--- config.mk ---
export PLATFORM = sky130hd
export DESIGN_NAME = panel_pwr_seq
export DESIGN_NICKNAME = d
export VERILOG_FILES = /design/src/rtl/pps_pkg.sv /design/src/rtl/pps_tick.sv /design/src/rtl/pps_rom.sv /design/src/rtl/panel_pwr_seq.sv
export SDC_FILE = /design/constraint.sdc
export NUM_CORES = 1
export LEC_CHECK = 0
export BUFFER_PORTS_ARGS = -buffer_cell sky130_fd_sc_hd__buf_4
export CAP_MARGIN = 25
export CORE_AREA = 2 2 81 83
export CTS_CLUSTER_SIZE = 28
export DETAILED_ROUTE_END_ITERATION = 16
export DIE_AREA = 0 0 83 85
export PLACE_DENSITY_LB_ADDON = 0.15
export REMOVE_ABC_BUFFERS = 1
export SLEW_MARGIN = 25
export SYNTH_ARGS = -nofsm -noshare
export SYNTH_HDL_FRONTEND = slang
export SYNTH_HIERARCHICAL = 1
export SYNTH_SLANG_ARGS = --single-unit
--- constraint.sdc ---
create_clock -name clk -period 4.9 [get_ports clk]
set_clock_uncertainty 0.15 [all_clocks]
set_input_delay 0.98 -clock clk [delete_from_list [all_inputs] [get_ports clk]]
set_output_delay 0.98 -clock clk [all_outputs]
set_load 0.02 [all_outputs]
--- src/rtl/pps_pkg.sv ---
package pps_pkg;

   typedef enum logic [2:0] {
      DLY_NONE  = 3'd0,
      DLY_1MS   = 3'd1,
      DLY_2MS   = 3'd2,
      DLY_10MS  = 3'd3,
      DLY_20MS  = 3'd4,
      DLY_50MS  = 3'd5,
      DLY_100MS = 3'd6,
      DLY_200MS = 3'd7
   } dly_code_e;

   typedef struct packed {
      logic       last;
      logic       is_data;
      logic [7:0] val;
      dly_code_e  dly;
   } step_t;

   typedef enum logic [2:0] {
      ST_IDLE,
      ST_RST_LO,
      ST_RST_WAIT,
      ST_SEND,
      ST_DELAY
   } seq_st_e;

   typedef enum logic [1:0] {
      PR_INIT,
      PR_SLEEP_IN,
      PR_SLEEP_OUT
   } proc_e;

   localparam int INIT_BASE  = 0;
   localparam int INIT_LEN   = 11;
   localparam int SLPIN_BASE = INIT_BASE + INIT_LEN;
   localparam int SLPOUT_LEN = 6;
   localparam int MAX_DLY_MS = 200;

   function automatic int slpin_len(input int deep);
      return (deep != 0) ? 6 : 2;
   endfunction

   function automatic logic [7:0] dly_ms(input dly_code_e c);
      case (c)
         DLY_1MS:   return 8'd1;
         DLY_2MS:   return 8'd2;
         DLY_10MS:  return 8'd10;
         DLY_20MS:  return 8'd20;
         DLY_50MS:  return 8'd50;
         DLY_100MS: return 8'd100;
         DLY_200MS: return 8'd200;
         default:   return 8'd0;
      endcase
   endfunction

   function automatic step_t mk_step(input logic l, input logic d,
                                     input logic [7:0] v, input dly_code_e c);
      step_t s;
      s.last    = l;
      s.is_data = d;
      s.val     = v;
      s.dly     = c;
      return s;
   endfunction

endpackage

--- src/rtl/pps_tick.sv ---
module pps_tick #(
   parameter int CLK_PER_MS = 125000
) (
   input  logic clk,
   input  logic rst_n,
   input  logic clr,
   output logic tick
);
   localparam int CW = (CLK_PER_MS > 2) ? $clog2(CLK_PER_MS) : 1;

   if (CLK_PER_MS < 2) begin : g_bad_div
      $error("pps_tick: CLK_PER_MS must be at least 2");
   end

   logic [CW-1:0] pcnt;

   assign tick = (pcnt == CW'(CLK_PER_MS - 1));

   always_ff @(posedge clk or negedge rst_n) begin
      if (!rst_n)      pcnt <= '0;
      else if (clr)    pcnt <= '0;
      else if (tick)   pcnt <= '0;
      else             pcnt <= pcnt + 1'b1;
   end
endmodule

--- src/rtl/pps_rom.sv ---
module pps_rom
   import pps_pkg::*;
#(
   parameter int DEEP_STBY = 0,
   parameter int AW        = 5
) (
   input  logic [AW-1:0] addr,
   output step_t         step
);
   localparam int SI_LEN  = slpin_len(DEEP_STBY);
   localparam int SO_BASE = SLPIN_BASE + SI_LEN;
   localparam int DEPTH   = SO_BASE + SLPOUT_LEN;

   if ((1 << AW) < DEPTH) begin : g_bad_aw
      $error("pps_rom: AW too small for the step table");
   end

   logic [AW-1:0] rel_si, rel_so;
   step_t         init_s, si_s, so_s;

   assign rel_si = addr - AW'(SLPIN_BASE);
   assign rel_so = addr - AW'(SO_BASE);

   // power-up list
   always_comb begin
      case (32'(addr))
         0:       init_s = mk_step(1'b0, 1'b0, 8'h01, DLY_10MS);
         1:       init_s = mk_step(1'b0, 1'b0, 8'h11, DLY_200MS);
         2:       init_s = mk_step(1'b0, 1'b0, 8'hB0, DLY_NONE);
         3:       init_s = mk_step(1'b0, 1'b1, 8'h04, DLY_NONE);
         4:       init_s = mk_step(1'b0, 1'b0, 8'hB0, DLY_NONE);
         5:       init_s = mk_step(1'b0, 1'b1, 8'h03, DLY_50MS);
         6:       init_s = mk_step(1'b0, 1'b0, 8'h36, DLY_NONE);
         7:       init_s = mk_step(1'b0, 1'b1, 8'h00, DLY_20MS);
         8:       init_s = mk_step(1'b0, 1'b0, 8'h3A, DLY_NONE);
         9:       init_s = mk_step(1'b0, 1'b1, 8'h77, DLY_20MS);
         default: init_s = mk_step(1'b1, 1'b0, 8'h29, DLY_NONE);
      endcase
   end

   // standby-entry list: variant chosen by the deep-standby option
   if (DEEP_STBY != 0) begin : g_deep
      always_comb begin
         case (32'(rel_si))
            0:       si_s = mk_step(1'b0, 1'b0, 8'h28, DLY_NONE);
            1:       si_s = mk_step(1'b0, 1'b0, 8'h10, DLY_100MS);
            2:       si_s = mk_step(1'b0, 1'b0, 8'hB0, DLY_NONE);
            3:       si_s = mk_step(1'b0, 1'b1, 8'h04, DLY_NONE);
            4:       si_s = mk_step(1'b0, 1'b0, 8'hB1, DLY_NONE);
            default: si_s = mk_step(1'b1, 1'b1, 8'h01, DLY_1MS);
         endcase
      end
   end else begin : g_plain
      always_comb begin
         case (32'(rel_si))
            0:       si_s = mk_step(1'b0, 1'b0, 8'h28, DLY_NONE);
            default: si_s = mk_step(1'b1, 1'b0, 8'h10, DLY_100MS);
         endcase
      end
   end

   // standby-exit list
   always_comb begin
      case (32'(rel_so))
         0:       so_s = mk_step(1'b0, 1'b0, 8'h11, DLY_100MS);
         1:       so_s = mk_step(1'b0, 1'b0, 8'h36, DLY_NONE);
         2:       so_s = mk_step(1'b0, 1'b1, 8'h00, DLY_20MS);
         3:       so_s = mk_step(1'b0, 1'b0, 8'h3A, DLY_NONE);
         4:       so_s = mk_step(1'b0, 1'b1, 8'h77, DLY_20MS);
         default: so_s = mk_step(1'b1, 1'b0, 8'h29, DLY_NONE);
      endcase
   end

   always_comb begin
      if (addr < AW'(SLPIN_BASE))   step = init_s;
      else if (addr < AW'(SO_BASE)) step = si_s;
      else                          step = so_s;
   end
endmodule

--- src/rtl/panel_pwr_seq.sv ---
module panel_pwr_seq
   import pps_pkg::*;
#(
   parameter int CLK_PER_MS  = 125000,
   parameter int DEEP_STBY   = 0,
   parameter int RST_LO_MS   = 2,
   parameter int RST_WAIT_MS = 6,
   parameter int MS_W        = 8
) (
   input  logic       clk,
   input  logic       rst_n,
   input  logic       start_init,
   input  logic       start_sleep_in,
   input  logic       start_sleep_out,
   output logic       busy,
   output logic       ready,
   output logic       panel_rst_n,
   output logic       ser_req,
   output logic       ser_dc,
   output logic [7:0] ser_byte,
   input  logic       ser_done
);
   localparam int SO_BASE  = SLPIN_BASE + slpin_len(DEEP_STBY);
   localparam int DEPTH    = SO_BASE + SLPOUT_LEN;
   localparam int AW       = $clog2(DEPTH);
   localparam bit HAS_DEEP = (DEEP_STBY != 0);

   if (DEEP_STBY != 0 && DEEP_STBY != 1) begin : g_bad_deep
      $error("panel_pwr_seq: DEEP_STBY must be 0 or 1");
   end
   if (RST_LO_MS < 1 || RST_WAIT_MS < 1) begin : g_bad_rst
      $error("panel_pwr_seq: reset phases need at least 1 ms");
   end
   if (RST_LO_MS >= (1 << MS_W) || RST_WAIT_MS >= (1 << MS_W) ||
       MAX_DLY_MS >= (1 << MS_W)) begin : g_bad_msw
      $error("panel_pwr_seq: MS_W too narrow for the longest wait");
   end

   seq_st_e          st, st_nxt;
   proc_e            proc_q;
   logic [AW-1:0]    addr, addr_nxt;
   logic [MS_W-1:0]  ms_left, ms_nxt;
   step_t            step;
   logic             tick, tk_clr;
   logic             go_init, go_si, go_so, ms_end, finishing;
   logic [MS_W-1:0]  step_ms;

   pps_tick #(.CLK_PER_MS(CLK_PER_MS)) u_tick (
      .clk  (clk),
      .rst_n(rst_n),
      .clr  (tk_clr),
      .tick (tick)
   );

   pps_rom #(.DEEP_STBY(DEEP_STBY), .AW(AW)) u_rom (
      .addr(addr),
      .step(step)
   );

   assign go_init = (st == ST_IDLE) && start_init;
   assign go_si   = (st == ST_IDLE) && !start_init && ready && start_sleep_in;
   assign go_so   = (st == ST_IDLE) && !start_init && !start_sleep_in &&
                    ready && start_sleep_out;
   assign ms_end  = tick && (ms_left == MS_W'(1));
   assign step_ms = MS_W'(dly_ms(step.dly));

   always_comb begin
      st_nxt   = st;
      addr_nxt = addr;
      ms_nxt   = ms_left;
      case (st)
         ST_IDLE: begin
            if (go_init) begin
               st_nxt   = ST_RST_LO;
               addr_nxt = AW'(INIT_BASE);
               ms_nxt   = MS_W'(RST_LO_MS);
            end else if (go_si) begin
               st_nxt   = ST_SEND;
               addr_nxt = AW'(SLPIN_BASE);
            end else if (go_so) begin
               addr_nxt = AW'(SO_BASE);
               if (HAS_DEEP) begin
                  st_nxt = ST_RST_LO;
                  ms_nxt = MS_W'(RST_LO_MS);
               end else begin
                  st_nxt = ST_SEND;
               end
            end
         end
         ST_RST_LO: begin
            if (ms_end) begin
               st_nxt = ST_RST_WAIT;
               ms_nxt = MS_W'(RST_WAIT_MS);
            end else if (tick) begin
               ms_nxt = ms_left - 1'b1;
            end
         end
         ST_RST_WAIT: begin
            if (ms_end)      st_nxt = ST_SEND;
            else if (tick)   ms_nxt = ms_left - 1'b1;
         end
         ST_SEND: begin
            if (ser_done) begin
               if (step_ms != '0) begin
                  st_nxt = ST_DELAY;
                  ms_nxt = step_ms;
               end else if (step.last) begin
                  st_nxt = ST_IDLE;
               end else begin
                  addr_nxt = addr + 1'b1;
               end
            end
         end
         ST_DELAY: begin
            if (ms_end) begin
               if (step.last) begin
                  st_nxt = ST_IDLE;
               end else begin
                  st_nxt   = ST_SEND;
                  addr_nxt = addr + 1'b1;
               end
            end else if (tick) begin
               ms_nxt = ms_left - 1'b1;
            end
         end
         default: st_nxt = ST_IDLE;
      endcase
   end

   // every state change restarts the ms prescaler, so each wait is exact
   assign tk_clr    = (st_nxt != st);
   assign finishing = (st != ST_IDLE) && (st_nxt == ST_IDLE);

   always_ff @(posedge clk or negedge rst_n) begin
      if (!rst_n) begin
         st      <= ST_IDLE;
         addr    <= '0;
         ms_left <= '0;
      end else begin
         st      <= st_nxt;
         addr    <= addr_nxt;
         ms_left <= ms_nxt;
      end
   end

   always_ff @(posedge clk or negedge rst_n) begin
      if (!rst_n)       proc_q <= PR_INIT;
      else if (go_init) proc_q <= PR_INIT;
      else if (go_si)   proc_q <= PR_SLEEP_IN;
      else if (go_so)   proc_q <= PR_SLEEP_OUT;
   end

   always_ff @(posedge clk or negedge rst_n) begin
      if (!rst_n)                                   ready <= 1'b0;
      else if (go_init)                             ready <= 1'b0;
      else if (finishing && proc_q == PR_INIT)      ready <= 1'b1;
   end

   always_ff @(posedge clk or negedge rst_n) begin
      if (!rst_n)
         panel_rst_n <= 1'b0;
      else if (st_nxt == ST_RST_LO && st != ST_RST_LO)
         panel_rst_n <= 1'b0;
      else if (st == ST_RST_LO && st_nxt == ST_RST_WAIT)
         panel_rst_n <= 1'b1;
   end

   assign busy     = (st != ST_IDLE);
   assign ser_req  = (st == ST_SEND);
   assign ser_dc   = ser_req & step.is_data;
   assign ser_byte = ser_req ? step.val : 8'h00;
endmodule

## Word-level counts from Yosys, hierarchy flattened

Memories as Yosys holds them, arrays and structs flattened.
Cells that the tools add are included.

| word-level totals | value |
|---|---|
| bits in registers | 37 |
| memories kept | 1 |
| word-level logic and storage cells | 115 |
| input bits | 6 |
| ROM bits | 208 |

Memory list:

| name | words | width | rd ports | clocked after Yosys merged registers in | write ports | line | text |
|---|---|---|---|---|---|---|---|
| (no name shown) | 16 | 13 | 1 | 0 | 0 | pps_rom.sv:26 | `case (32'(addr))` |

| operators by class | value |
|---|---|
| equal/unequal tests | 28 |
| magnitude comparators | 2 |
| multiplexer cells | 42 |
| add/subtract/negate cells | 5 |
| bitwise gates (word level) | 1 |
| reduce and logical (&&, ||, !) cells | 29 |

Operators by type and width:

| kind | count |
|---|---|
| $pmux W13 S5 | 1 |
| $mux W8 | 7 |
| $pmux W8 S7 | 1 |
| $mux W13 | 4 |
| $mux W5 | 7 |
| $mux W17 | 2 |
| $pmux W8 S4 | 1 |
| $mux W3 | 9 |
| $add A17 B1 Y17 const B | 1 |
| $eq A17 B17 Y1 const B | 1 |
| $eq A3 B2 Y1 const B | 5 |
| $eq A3 B3 Y1 const B | 5 |
| $pmux W3 S5 | 1 |
| $pmux W5 S3 | 1 |
| $logic_and A1 B1 Y1 | 12 |
| $eq A5 B2 Y1 const B | 2 |
| $logic_not A5 Y1 | 2 |
| $lt A5 B4 Y1 const B | 2 |
| $reduce_and A5 Y1 | 2 |
| $sub A5 B4 Y5 const B | 2 |
| $eq A3 B1 Y1 const B | 3 |
| $reduce_bool A3 Y1 | 3 |
| $eq A8 B1 Y1 const B | 1 |
| $mux W2 | 4 |
| other kinds (18) | 28 |

## Depth between registers and ports, before layout

Gate-level depths: netlist of run 1.

| depth | value |
|---|---|
| depth after elaboration | 16 |
| depth in mapped cells | 17 |

## Hierarchy

Netlist of run 1, hierarchy kept.

By module, submodules not included:

| module | instances | area an instance (um2) | cells an instance |
|---|---|---|---|
| panel_pwr_seq | 1 | 1,569.0 | 196 |
| pps_tick | 1 | 850.8 | 85 |
| pps_rom | 1 | 613.1 | 92 |

## Worst setup path after synthesis of run 1

No wires, ideal clock.

| path | value |
|---|---|
| path kind | reg-to-reg |
| start | register addr[0] |
| end | register u_tick.pcnt[13] |
| data arrival time | 3.384 ns |
| cell stages (with the launch flop) | 17 |
| data required time | 4.679 ns |
| setup slack | 1.295 ns |
| buffers on the path | 4 |
| cells stage by stage | dfrtp_1 inv_1 ha_1 ha_1 buf_2 nor2_2 a221o_1 clkbuf_1 o41a_1 nand2_1 o211ai_1 o31ai_1 nand3_1 or2_1 buf_6 buf_12 nor2_1 |

RTL lines:

| what | line | text |
|---|---|---|
| start, declared | panel_pwr_seq.sv:41 | `logic [AW-1:0] addr, addr_nxt;` |
| start signal, assigned | panel_pwr_seq.sv:141 | `addr <= addr_nxt;` |
| end signal, assigned | pps_tick.sv:23 | `else pcnt <= pcnt + 1'b1;` |
| end, declared | pps_tick.sv:15 | `logic [CW-1:0] pcnt;` |

==> results of run 1 <==
## stage by stage
| stage | hold WS (ns) | instances | util, % | total power (W) |
|---|---|---|---|---|
| final | 0.334 | 455 | 52.6 | 0.00210 |
| after global routing | 0.364 | 455 | 52.6 | 0.00227 |
| after CTS | 0.334 | 455 | 52.5 | 0.00208 |
| after detailed placement | 0.314 | 447 | 50.6 | 0.00180 |
| after global placement | 0.313 | 447 | 50.6 | 0.00178 |
| after floorplan | 0.295 | 351 | - | 0.00145 |
## logic make-up (layout without fill, tap and decap cells)
logic type / Yosys count / after routing / share of synthesized area, %
AND/OR/NAND/NOR: 155 / 155 / 26.2
AO/OA/AOI/OAI: 106 / 106 / 24.5
buffers and inverters: 39 / 44 / 6.48
flip-flops: 37 / 37 / 30.5
XOR/XNOR: 19 / 19 / 5.49
adder cells (fa/ha/maj): 13 / 13 / 5.36
multiplexers: 4 / 4 / 1.40
## sequential cells by signal (all words and copies together) (netlist names)
signal,count
st,3
u_tick/pcnt,17
addr,5
ms_left,8
proc_q,2
panel_rst_n,1
ready,1
## cell type report
cell class,instances,area [µm²],area share (%)
multi-input combinational,297,1920,58.7
sequential,37,926,28.4
timing repair buffer,19,143,4.37
tap,77,96.3,2.95
clock buffer,6,82.6,2.53
inverter,17,63.8,1.95
clock inverter,2,37.5,1.15
## cell usage in the layout, fill, tap and decap left out, types with 3 or more instances in the layout
master	netlist	final
nor2_1	52	52
dfrtp_1	37	37
o21ai_0	27	27
nand2_1	23	23
buf_4	0	19
inv_1	17	17
xnor2_1	17	17
a21oi_1	16	16
nand3_1	14	14
ha_1	13	13
nor3_1	13	12
and2_1	9	9
nor4_1	9	9
o22ai_1	7	7
o2bb2ai_1	7	7
a31oi_1	6	6
clkbuf_8	0	6
nor2b_1	5	5
nand2b_1	5	5
o31ai_1	4	4
o21a_1	4	4
a32oi_1	4	4
or4_1	4	4
nand4_1	4	4
o211ai_1	3	3
o32ai_1	3	3
## per-layer routing
layer,track usage (%),up-vias
met5,0,-
met4,7.75,0
met3,3.50,17
met2,33.1,100
met1,31.0,1312
li1,-,1377
## worst max-delay path: stages, from the launching register on
cell	delay [ns]
dfrtp_1	0.66
inv_1	0.24
ha_1	0.29
ha_1	0.44
nor2b_1	0.21
nor2_1	0.06
o211ai_1	0.62
o41a_1	0.33
nand2_1	0.07
o211ai_1	0.13
o31ai_1	0.10
nand3_1	0.09
or2_1	0.47
nor2_1	0.12
## path summary, 6_finish.rpt
kind	startpoint	end	slack, ns	cells past startpoint
worst max-delay path	addr[1]$_DFFE_PN0P_	u_tick/pcnt[12]$_DFF_PN0_	0.77	13
worst min-delay path	proc_q[0]$_DFFE_PN0P_	proc_q[0]$_DFFE_PN0P_	0.33	1
worst max register to register	addr[1]$_DFFE_PN0P_	u_tick/pcnt[12]$_DFF_PN0_	0.77	13
worst min register to register	proc_q[0]$_DFFE_PN0P_	proc_q[0]$_DFFE_PN0P_	0.33	1
max in group asynchronous	rst_n	u_tick/pcnt[16]$_DFF_PN0_	3.76	1
min in group asynchronous	rst_n	st[2]$_DFF_PN0_	0.50	1
## report_power, final
group	total, W	internal, W	switching [W]
sequential	0.000550	0.000371	0.000179
combinational	0.00128	0.000489	0.000788
clock	0.000278	0.000166	0.000113
==> flow_metrics.tcl, run 1 <==
set metrics [dict create \
    htreeDepth 2 \
    grt_max_degree 38 \
    synth_area_leader_cell "dfrtp_1" \
    clockBufferDepth 2 \
    ys_types 65 \
    rsz0062_at_grt "no" \
    postPlaceCellArea_mm2 0.00314 \
    port_buffers 18 \
    end_kind "flip-flop" \
    finalWorstSetupSlack_ns 0.771 \
    gp_congestion 0.979 \
    synth-main-ff-cell "dfrtp_1" \
    die_h_um 85 \
    path_class "flip-flop to flip-flop" \
    grt_overflow 0 \
    final_area_mm2 0.00326 \
    outcome "finished, final reports clean" \
    cts_tree "done" \
    yosysMostFrequentCell "nor2_1" \
    die_x_um 83 \
    drtPass1Iterations 4 \
    track_usage_pct 21.6 \
    async_flop_share_pct 100 \
    post_cts_buffers 0 \
    post-route-min-period_ns 4.13 \
    crit_fanout 17 \
    worst_ep_arrival_time_ns 4.13 \
    ys_warn_count 6 \
    start_util_pct 48.9 \
    cp_data_required_time_ns 4.90 \
    wl_per_cell_um 16.4 \
    syn_avg_cell_area_um2 8.13 \
    post-place-ws_ns 0.825 \
    num_vias 2806 \
    ctsHoldBuffers 0 \
    wl_met2_mm 3.39 \
    synth.cells.most_frequent "nor2_1, dfrtp_1, o21ai_0" \
    cts.sinks 37 \
    ys_top_cells_by_area "dfrtp_1, nor2_1, ha_1" \
    period_share_pct 84.3 \
    ys_seq_area_share_pct 30.5 \
    pin_count 19 \
    final_layout_size_suffix_gt1_share_pct 10.8 \
    fin_nets 396 \
    hold_viol_final 0 \
    dieArea_mm2 0.00706 \
    ys_ff_latch 37 \
    routed_wl_mm 7.48 \
    detail_route.wirelength.met1_mm 3.52 \
    p_leak_nw 1.35 \
    tns_ns 0 \
    syn2layout_area_growth_pct 7.63 \
    max_slew_margin_pct 49.6 \
    grt_pass1_wl_mm 12.7 \
    grt_pass1_vias 2576 \
    synth_top_area_share_pct 30.5 \
    cts_root_buf "clkbuf_8" \
    clock_latency_ns 0.29 \
    fill_cells 562 \
    vdd_ir_drop_max_uv 300 \
    rows 29 \
    highest_layer "met4" \
    synth_enable_flop_cells 0 \
    postSynthCellCount 373 \
    tightest_slew_ns 0.752 \
    hpwlAfterDp_mm 5.35 \
    antenna_found_initial 0 \
    hold_path_class "flip-flop to flip-flop" \
    max_freq_ghz 0.242 \
    cts_made_buffers 5 \
    startpoint_type "flip-flop" \
    core_mm2 0.00620 \
    first_iter_violations 176 \
    slew_viol_final 0 \
    diodes 0 \
    setup_viol 0 \
    synth_area_mm2 0.00303 \
    drc_errors 0 \
    vias_per_cell 6.17 \
    cts_resized 0 \
    p_per_area_mw_per_mm2 645 \
    ant_nets 0 \
    path_clk_slew_ns 0.08 \
    met3_length_um 398 \
    maxCapViolCount 0 \
]
No activity file was read; power rests on OpenSTA's default activity.
==> inputs of run 2 (changes only) <==
--- a/config.mk
+++ b/config.mk
@@ -5,12 +5,13 @@
 export SDC_FILE = /design/constraint.sdc
 export NUM_CORES = 1
 export LEC_CHECK = 0
+export ABC_AREA = 1
 export BUFFER_PORTS_ARGS = -buffer_cell sky130_fd_sc_hd__buf_4
 export CAP_MARGIN = 25
-export CORE_AREA = 2 2 81 83
+export CORE_AREA = 2 2 85 87
 export CTS_CLUSTER_SIZE = 28
 export DETAILED_ROUTE_END_ITERATION = 16
-export DIE_AREA = 0 0 83 85
+export DIE_AREA = 0 0 87 89
 export PLACE_DENSITY_LB_ADDON = 0.15
 export REMOVE_ABC_BUFFERS = 1
 export SLEW_MARGIN = 25
==> constraint.sdc (replaced) <==
create_clock -name clk -period 4.1 [get_ports clk]
set_clock_uncertainty 0.15 [all_clocks]
set_input_delay 0.82 -clock clk [delete_from_list [all_inputs] [get_ports clk]]
set_output_delay 0.82 -clock clk [all_outputs]
set_load 0.02 [all_outputs]
==> flow_metrics.tcl, run 2 <==
set metrics [dict create \
    synth_area_mm2 0.00328 \
    final_layout_size_suffix_gt1_share_pct 20.2 \
    first_iter_violations 176 \
    period_share_pct 90.8 \
    hold_path_class "flip-flop to flip-flop" \
    path_class "flip-flop to flip-flop" \
    postSynthCellCount 479 \
    grt_pass1_wl_mm 12.9 \
    slowest_delay_ns 0.55 \
    die_h_um 89 \
    rsz0062_at_grt "no" \
    hold_viol_final 0 \
    dieArea_mm2 0.00774 \
    start_util_pct 48.8 \
    grt_pass1_vias 2770 \
    tns_ns 0 \
    hpwlAfterDp_mm 6.00 \
    wl_per_cell_um 13.3 \
    die_x_um 87 \
    num_vias 3081 \
    p_per_area_mw_per_mm2 745 \
    ys_warn_count 6 \
    layout_commonest_cell "nand2_1" \
    path_cells "inv_1, ha_1, inv_1, nand3_1, nand2_2, a21oi_2, a21oi_1, nand2_1, inv_1, nand3_1, nor2_2, nand2_1, nand2_1, nor2_2, nand3_2, a21boi_1, o21ai_1, inv_2, nand2_2, nor2_1" \
    end_kind "flip-flop" \
    track_usage_pct 20.9 \
    gp_congestion 0.952 \
    worst_ep_arrival_time_ns 3.76 \
    crit_fanout 11 \
    syn_avg_cell_area_um2 6.85 \
    startpoint_type "flip-flop" \
    hold_start "u_tick/pcnt[0]$_DFF_PN0_" \
    synth.cells.most_frequent "nand2_1, nor2_1, inv_1" \
    cts_root_buf "clkbuf_8" \
    setup_viol 0 \
    synth_area_leader_cell "dfrtp_1" \
    reg_top3 "u_tick/pcnt: 17 flops, ms_left: 8 flops, addr: 5 flops" \
    rows 30 \
    antenna_found_initial 0 \
    grt_max_degree 38 \
    hold_ws_ns 0.312 \
    vdd_ir_drop_max_uv 318 \
    maxCapViolCount 0 \
    synth-main-ff-cell "dfrtp_1" \
    largest_register_ffs 17 \
    finalPower_w 0.00266 \
    syn2layout_area_growth_pct 8.84 \
    synth_top_area_share_pct 28.2 \
    regMostFlops "u_tick/pcnt" \
    pin_count 19 \
    clockBufferDepth 2 \
    async_flop_share_pct 100 \
    fill_cells 633 \
    grt_overflow 0 \
    max_freq_ghz 0.269 \
    htreeDepth 2 \
    yosysMostFrequentCell "nand2_1" \
    ys_ff_latch 37 \
    synth_enable_flop_cells 0 \
    post_cts_buffers 0 \
    cp_data_required_time_ns 4.13 \
    drtPass1Iterations 5 \
    ctsHoldBuffers 0 \
    routed_wl_mm 7.71 \
    diodes 0 \
    outcome "finished, final reports clean" \
    startpoint "addr[0]$_DFFE_PN0P_" \
    fin_nets 519 \
    port_buffers 18 \
    max_slew_margin_pct 53.3 \
    p_leak_nw 1.74 \
    cts_tree "done" \
    clock_latency_ns 0.30 \
    post-route-min-period_ns 3.72 \
    cts_made_buffers 5 \
    ys_top_cells_by_area "dfrtp_1, nand2_1, nor2_1" \
    ys_seq_area_share_pct 28.2 \
    ys_types 46 \
    slew_viol_final 0 \
    tightest_slew_ns 0.696 \
    cts.sinks 37 \
    critPathSlowestCell "dfrtp_1" \
    path_clk_slew_ns 0.08 \
    core_mm2 0.00672 \
    layout_common_cells "nand2_1, nor2_1, inv_1, dfrtp_1, nand3_1" \
    cts_resized 0 \
    rr_startpoint "addr[0]$_DFFE_PN0P_" \
    drc_errors 0 \
    vias_per_cell 5.31 \
    ant_nets 0 \
]
==> run 2: changes by cell type in the layout (fill, tap and decap cells not counted), moves of 16 or more <==
cell	delta
nor2_1	+23
inv_2	+17
inv_1	+42
nand3_1	+16
nand2_1	+85
o21ai_0	-17
==> run 2: logic make-up (layout without fill, tap and decap cells) <==
logic type                 Yosys count  in the layout  synth area share (%)
and+or+nand+nor                    269            269                  40.3
buffers and inverters               84            105                  10.4
AOI/OAI and AO/OA                   65             65                  13.2
DFF                                 37             37                  28.2
adders and majority gates           13             13                  4.96
xor gates and xnor gates            11             11                  2.94
==> run 2: per-layer routing <==
metal	GRT usage [%]	vias to the layer above	part of all wire, %
met5	0	-	0
met2	31.6	91	43
met3	2.77	14	5.1
li1	-	1576	-
met1	31.1	1400	51
met4	5.82	0	1.5
==> run 2: area by class of cell <==
| type | count | area, µm² | share of cell area (%) |
|---|---|---|---|
| repair buffers | 19 | 143 | 3.99 |
| well taps | 80 | 100 | 2.80 |
| clock inverters | 1 | 7.51 | 0.210 |
| flip-flops and latches | 37 | 926 | 25.9 |
| clock buffers | 6 | 82.6 | 2.31 |
| inverters | 79 | 299 | 8.37 |
| multi-input cells | 358 | 2010 | 56.4 |
==> run 2: stage by stage <==
| step | instances | area (µm²) | worst slack [ns] | util [%] |
|---|---|---|---|---|
| after floorplan | 474 | 3240 | 0.978 | - |
| after global placement | 573 | 3480 | 0.568 | 51.8 |
| after detailed placement | 573 | 3480 | 0.428 | 51.8 |
| after CTS | 580 | 3570 | 0.415 | 53.2 |
| after global routing | 580 | 3570 | 0.0358 | 53.2 |
| final | 580 | 3570 | 0.377 | 53.2 |
==> run 2: critical path, delay by kind of cell (launching register included) <==
| kind | cells | cell delay (ns) |
|---|---|---|
| AOI/OAI and AO/OA | 4 | 0.79 |
| and+or+nand+nor | 11 | 1.21 |
| adders and majority gates | 1 | 0.28 |
| buffers and inverters | 4 | 0.63 |
| DFF | 1 | 0.55 |
==> run 2: report_power, final <==
group	leakage [nW]	switching [W]	internal, W
Sequential	0.493	0.000142	0.000456
Clock	0.0433	0.000143	0.000133
Combinational	1.20	0.00119	0.000600
==> run 2: worst paths after layout <==
path | cells past startpoint | slack, ns | to
max in group asynchronous | 1 | 3.12 | ms_left[6]$_DFFE_PN0P_
min in group asynchronous | 1 | 0.33 | addr[3]$_DFFE_PN0P_
min | 1 | 0.31 | u_tick/pcnt[0]$_DFF_PN0_
max reg2reg | 20 | 0.38 | u_tick/pcnt[3]$_DFF_PN0_
min reg2reg | 1 | 0.31 | u_tick/pcnt[0]$_DFF_PN0_
max | 20 | 0.38 | u_tick/pcnt[3]$_DFF_PN0_
==> inputs of run 3 (changes only) <==
--- a/config.mk
+++ b/config.mk
@@ -8,12 +8,11 @@
 export ABC_AREA = 1
 export BUFFER_PORTS_ARGS = -buffer_cell sky130_fd_sc_hd__buf_4
 export CAP_MARGIN = 25
-export CORE_AREA = 2 2 85 87
+export CORE_AREA = 2 2 77 94
 export CTS_CLUSTER_SIZE = 28
 export DETAILED_ROUTE_END_ITERATION = 16
-export DIE_AREA = 0 0 87 89
+export DIE_AREA = 0 0 79 96
 export PLACE_DENSITY_LB_ADDON = 0.15
-export REMOVE_ABC_BUFFERS = 1
 export SLEW_MARGIN = 25
 export SYNTH_ARGS = -nofsm -noshare
 export SYNTH_HDL_FRONTEND = slang
==> constraint.sdc (replaced) <==
create_clock -name clk -period 4.6 [get_ports clk]
set_clock_uncertainty 0.15 [all_clocks]
set_input_delay 0.92 -clock clk [delete_from_list [all_inputs] [get_ports clk]]
set_output_delay 0.92 -clock clk [all_outputs]
set_load 0.02 [all_outputs]
==> flow_metrics.tcl, run 3 (synthesized netlist as in run 2, its figures left out) <==
set metrics [dict create \
    postPlaceCellArea_mm2 0.00348 \
    multi_input_area_mm2 0.00201 \
    pin_count 19 \
    antenna_found_initial 0 \
    crit_top_cell "nand2_2" \
    period_share_pct 79.7 \
    p_per_area_mw_per_mm2 667 \
    max_slew_margin_pct 57.8 \
    worst_ep_arrival_time_ns 3.70 \
    cp_data_required_time_ns 4.63 \
    dieArea_mm2 0.00758 \
    drtPass1Iterations 4 \
    critical_path.top_delay_family "simple AND/OR/NAND/NOR gates" \
    combPwrFrac_pct 65.5 \
    largest_register_ffs 17 \
    rows 33 \
    grt_pass1_wl_mm 13.2 \
    clockBufferDepth 2 \
    die_h_um 96 \
    post-route-min-period_ns 3.67 \
    startpoint_type "flip-flop" \
    intPower_w 0.00112 \
    post-place-ws_ns 0.953 \
    gp_congestion 0.920 \
    rsz0062_at_grt "no" \
    clkPwrFrac_pct 12.4 \
    path_clk_slew_ns 0.08 \
    core_mm2 0.00669 \
    wl_per_cell_um 13.0 \
    outcome "finished, final reports clean" \
    grt_max_degree 38 \
    cts_root_buf "clkbuf_8" \
    diodes 0 \
    p_sw_share_pct 53.5 \
    vdd_ir_drop_max_uv 271 \
    syn2layout_area_growth_pct 9.68 \
    slowest_delay_ns 0.56 \
    critPathSlowestCell "dfrtp_1" \
    start_util_pct 49.1 \
    path_cells "inv_1, ha_1, inv_1, nand3_1, nand2_2, nand2_2, nand2_2, nor2_1, a21oi_1, nand3b_1, inv_1, nand3_1, nor2_2, nand2_1, nand2_1, nor2_2, nand3_2, a21boi_1, o21ai_1, inv_2, nand2_2, nor2_1" \
    seqPwrFrac_pct 22.1 \
    cts_resized 0 \
    die_x_um 79 \
    clock_latency_ns 0.30 \
    layout_common_cells "nand2_1, nor2_1, inv_1, dfrtp_1, nand3_1" \
    ant_nets 0 \
    finalPower_w 0.00240 \
    post_cts_buffers 0 \
    hpwlAfterDp_mm 6.03 \
    slew_viol_final 0 \
    track_usage_pct 21.9 \
    ctsHoldBuffers 0 \
    fill_cells 661 \
    tightest_slew_ns 0.627 \
    grt_pass1_vias 2984 \
    r2r_slack_ns 0.93 \
    hold_path_class "flip-flop to flip-flop" \
    hold_viol_final 0 \
    tns_ns 0 \
    end_kind "flip-flop" \
    grt_overflow 0 \
    power_switching_w 0.00128 \
    finalWorstSetupSlack_ns 0.935 \
    reg_top3 "u_tick/pcnt: 17 flops, ms_left: 8 flops, addr: 5 flops" \
    cts_made_buffers 5 \
    port_buffers 18 \
    crit_fanout 11 \
    htreeDepth 2 \
    path_buf_inv 4 \
    drc_errors 0 \
    final_core_util_pct 53.8 \
    cts.sinks 37 \
    cts_tree "done" \
    setup_viol 0 \
    regMostFlops "u_tick/pcnt" \
    routed_wl_mm 7.61 \
    layout_commonest_cell "nand2_1" \
    path_class "flip-flop to flip-flop" \
    synth_nets 498 \
    fin_nets 518 \
    num_vias 3008 \
    seq_area_um2 926 \
    max_freq_ghz 0.273 \
    first_iter_violations 135 \
    maxCapViolCount 0 \
    p_leak_nw 1.75 \
    final_layout_size_suffix_gt1_share_pct 20.0 \
    vias_per_cell 5.12 \
    final_area_mm2 0.00360 \
]
run 3: power by group through the flow:
stage	clock, W	combinational (W)	sequential [W]
detailed placement	0	0.00158	0.000535
CTS	0.000305	0.00158	0.000528
global placement	0	0.00157	0.000534
finish	0.000299	0.00157	0.000530
global route	0.000314	0.00178	0.000548
floorplan	0	0.00129	0.000503
run 3: area by class of cell:
class	instances	share of cell area, %
Multi-Input combinational cell	358	56.0
Sequential cell	37	25.7
Inverter	79	8.31
Timing Repair Buffer	18	3.75
Tap cell	87	3.02
Clock buffer	7	2.40
Clock inverter	1	0.834
run 3: layer usage:
metal / vias to the layer above / global-route usage [%] / share of wire [%]
met4: 0 / 9.34 / 3.4
li1: 1565 / - / -
met3: 20 / 2.25 / 2.6
met1: 1361 / 23.6 / 41
met5: - / 0 / 0
met2: 62 / 42.9 / 53
run 3: stage by stage:
step / std cells / hold WS (ns)
4_1_cts: 587 / 0.312
6_report: 587 / 0.308
2_1_floorplan: 479 / 0.281
5_1_grt: 587 / 0.350
3_5_place_dp: 579 / 0.303
3_3_place_gp: 579 / 0.297
run 3: final timing paths:
| path | startpoint | endpoint | cells after the start |
|---|---|---|---|
| worst max-delay path | addr[0]$_DFFE_PN0P_ | u_tick/pcnt[6]$_DFF_PN0_ | 22 |
| min in group asynchronous | rst_n | ready$_DFFE_PN0P_ | 1 |
| worst max register to register | addr[0]$_DFFE_PN0P_ | u_tick/pcnt[6]$_DFF_PN0_ | 22 |
| worst min register to register | u_tick/pcnt[0]$_DFF_PN0_ | u_tick/pcnt[0]$_DFF_PN0_ | 1 |
| worst min-delay path | u_tick/pcnt[0]$_DFF_PN0_ | u_tick/pcnt[0]$_DFF_PN0_ | 1 |
| max in group asynchronous | rst_n | ms_left[0]$_DFFE_PN0P_ | 1 |
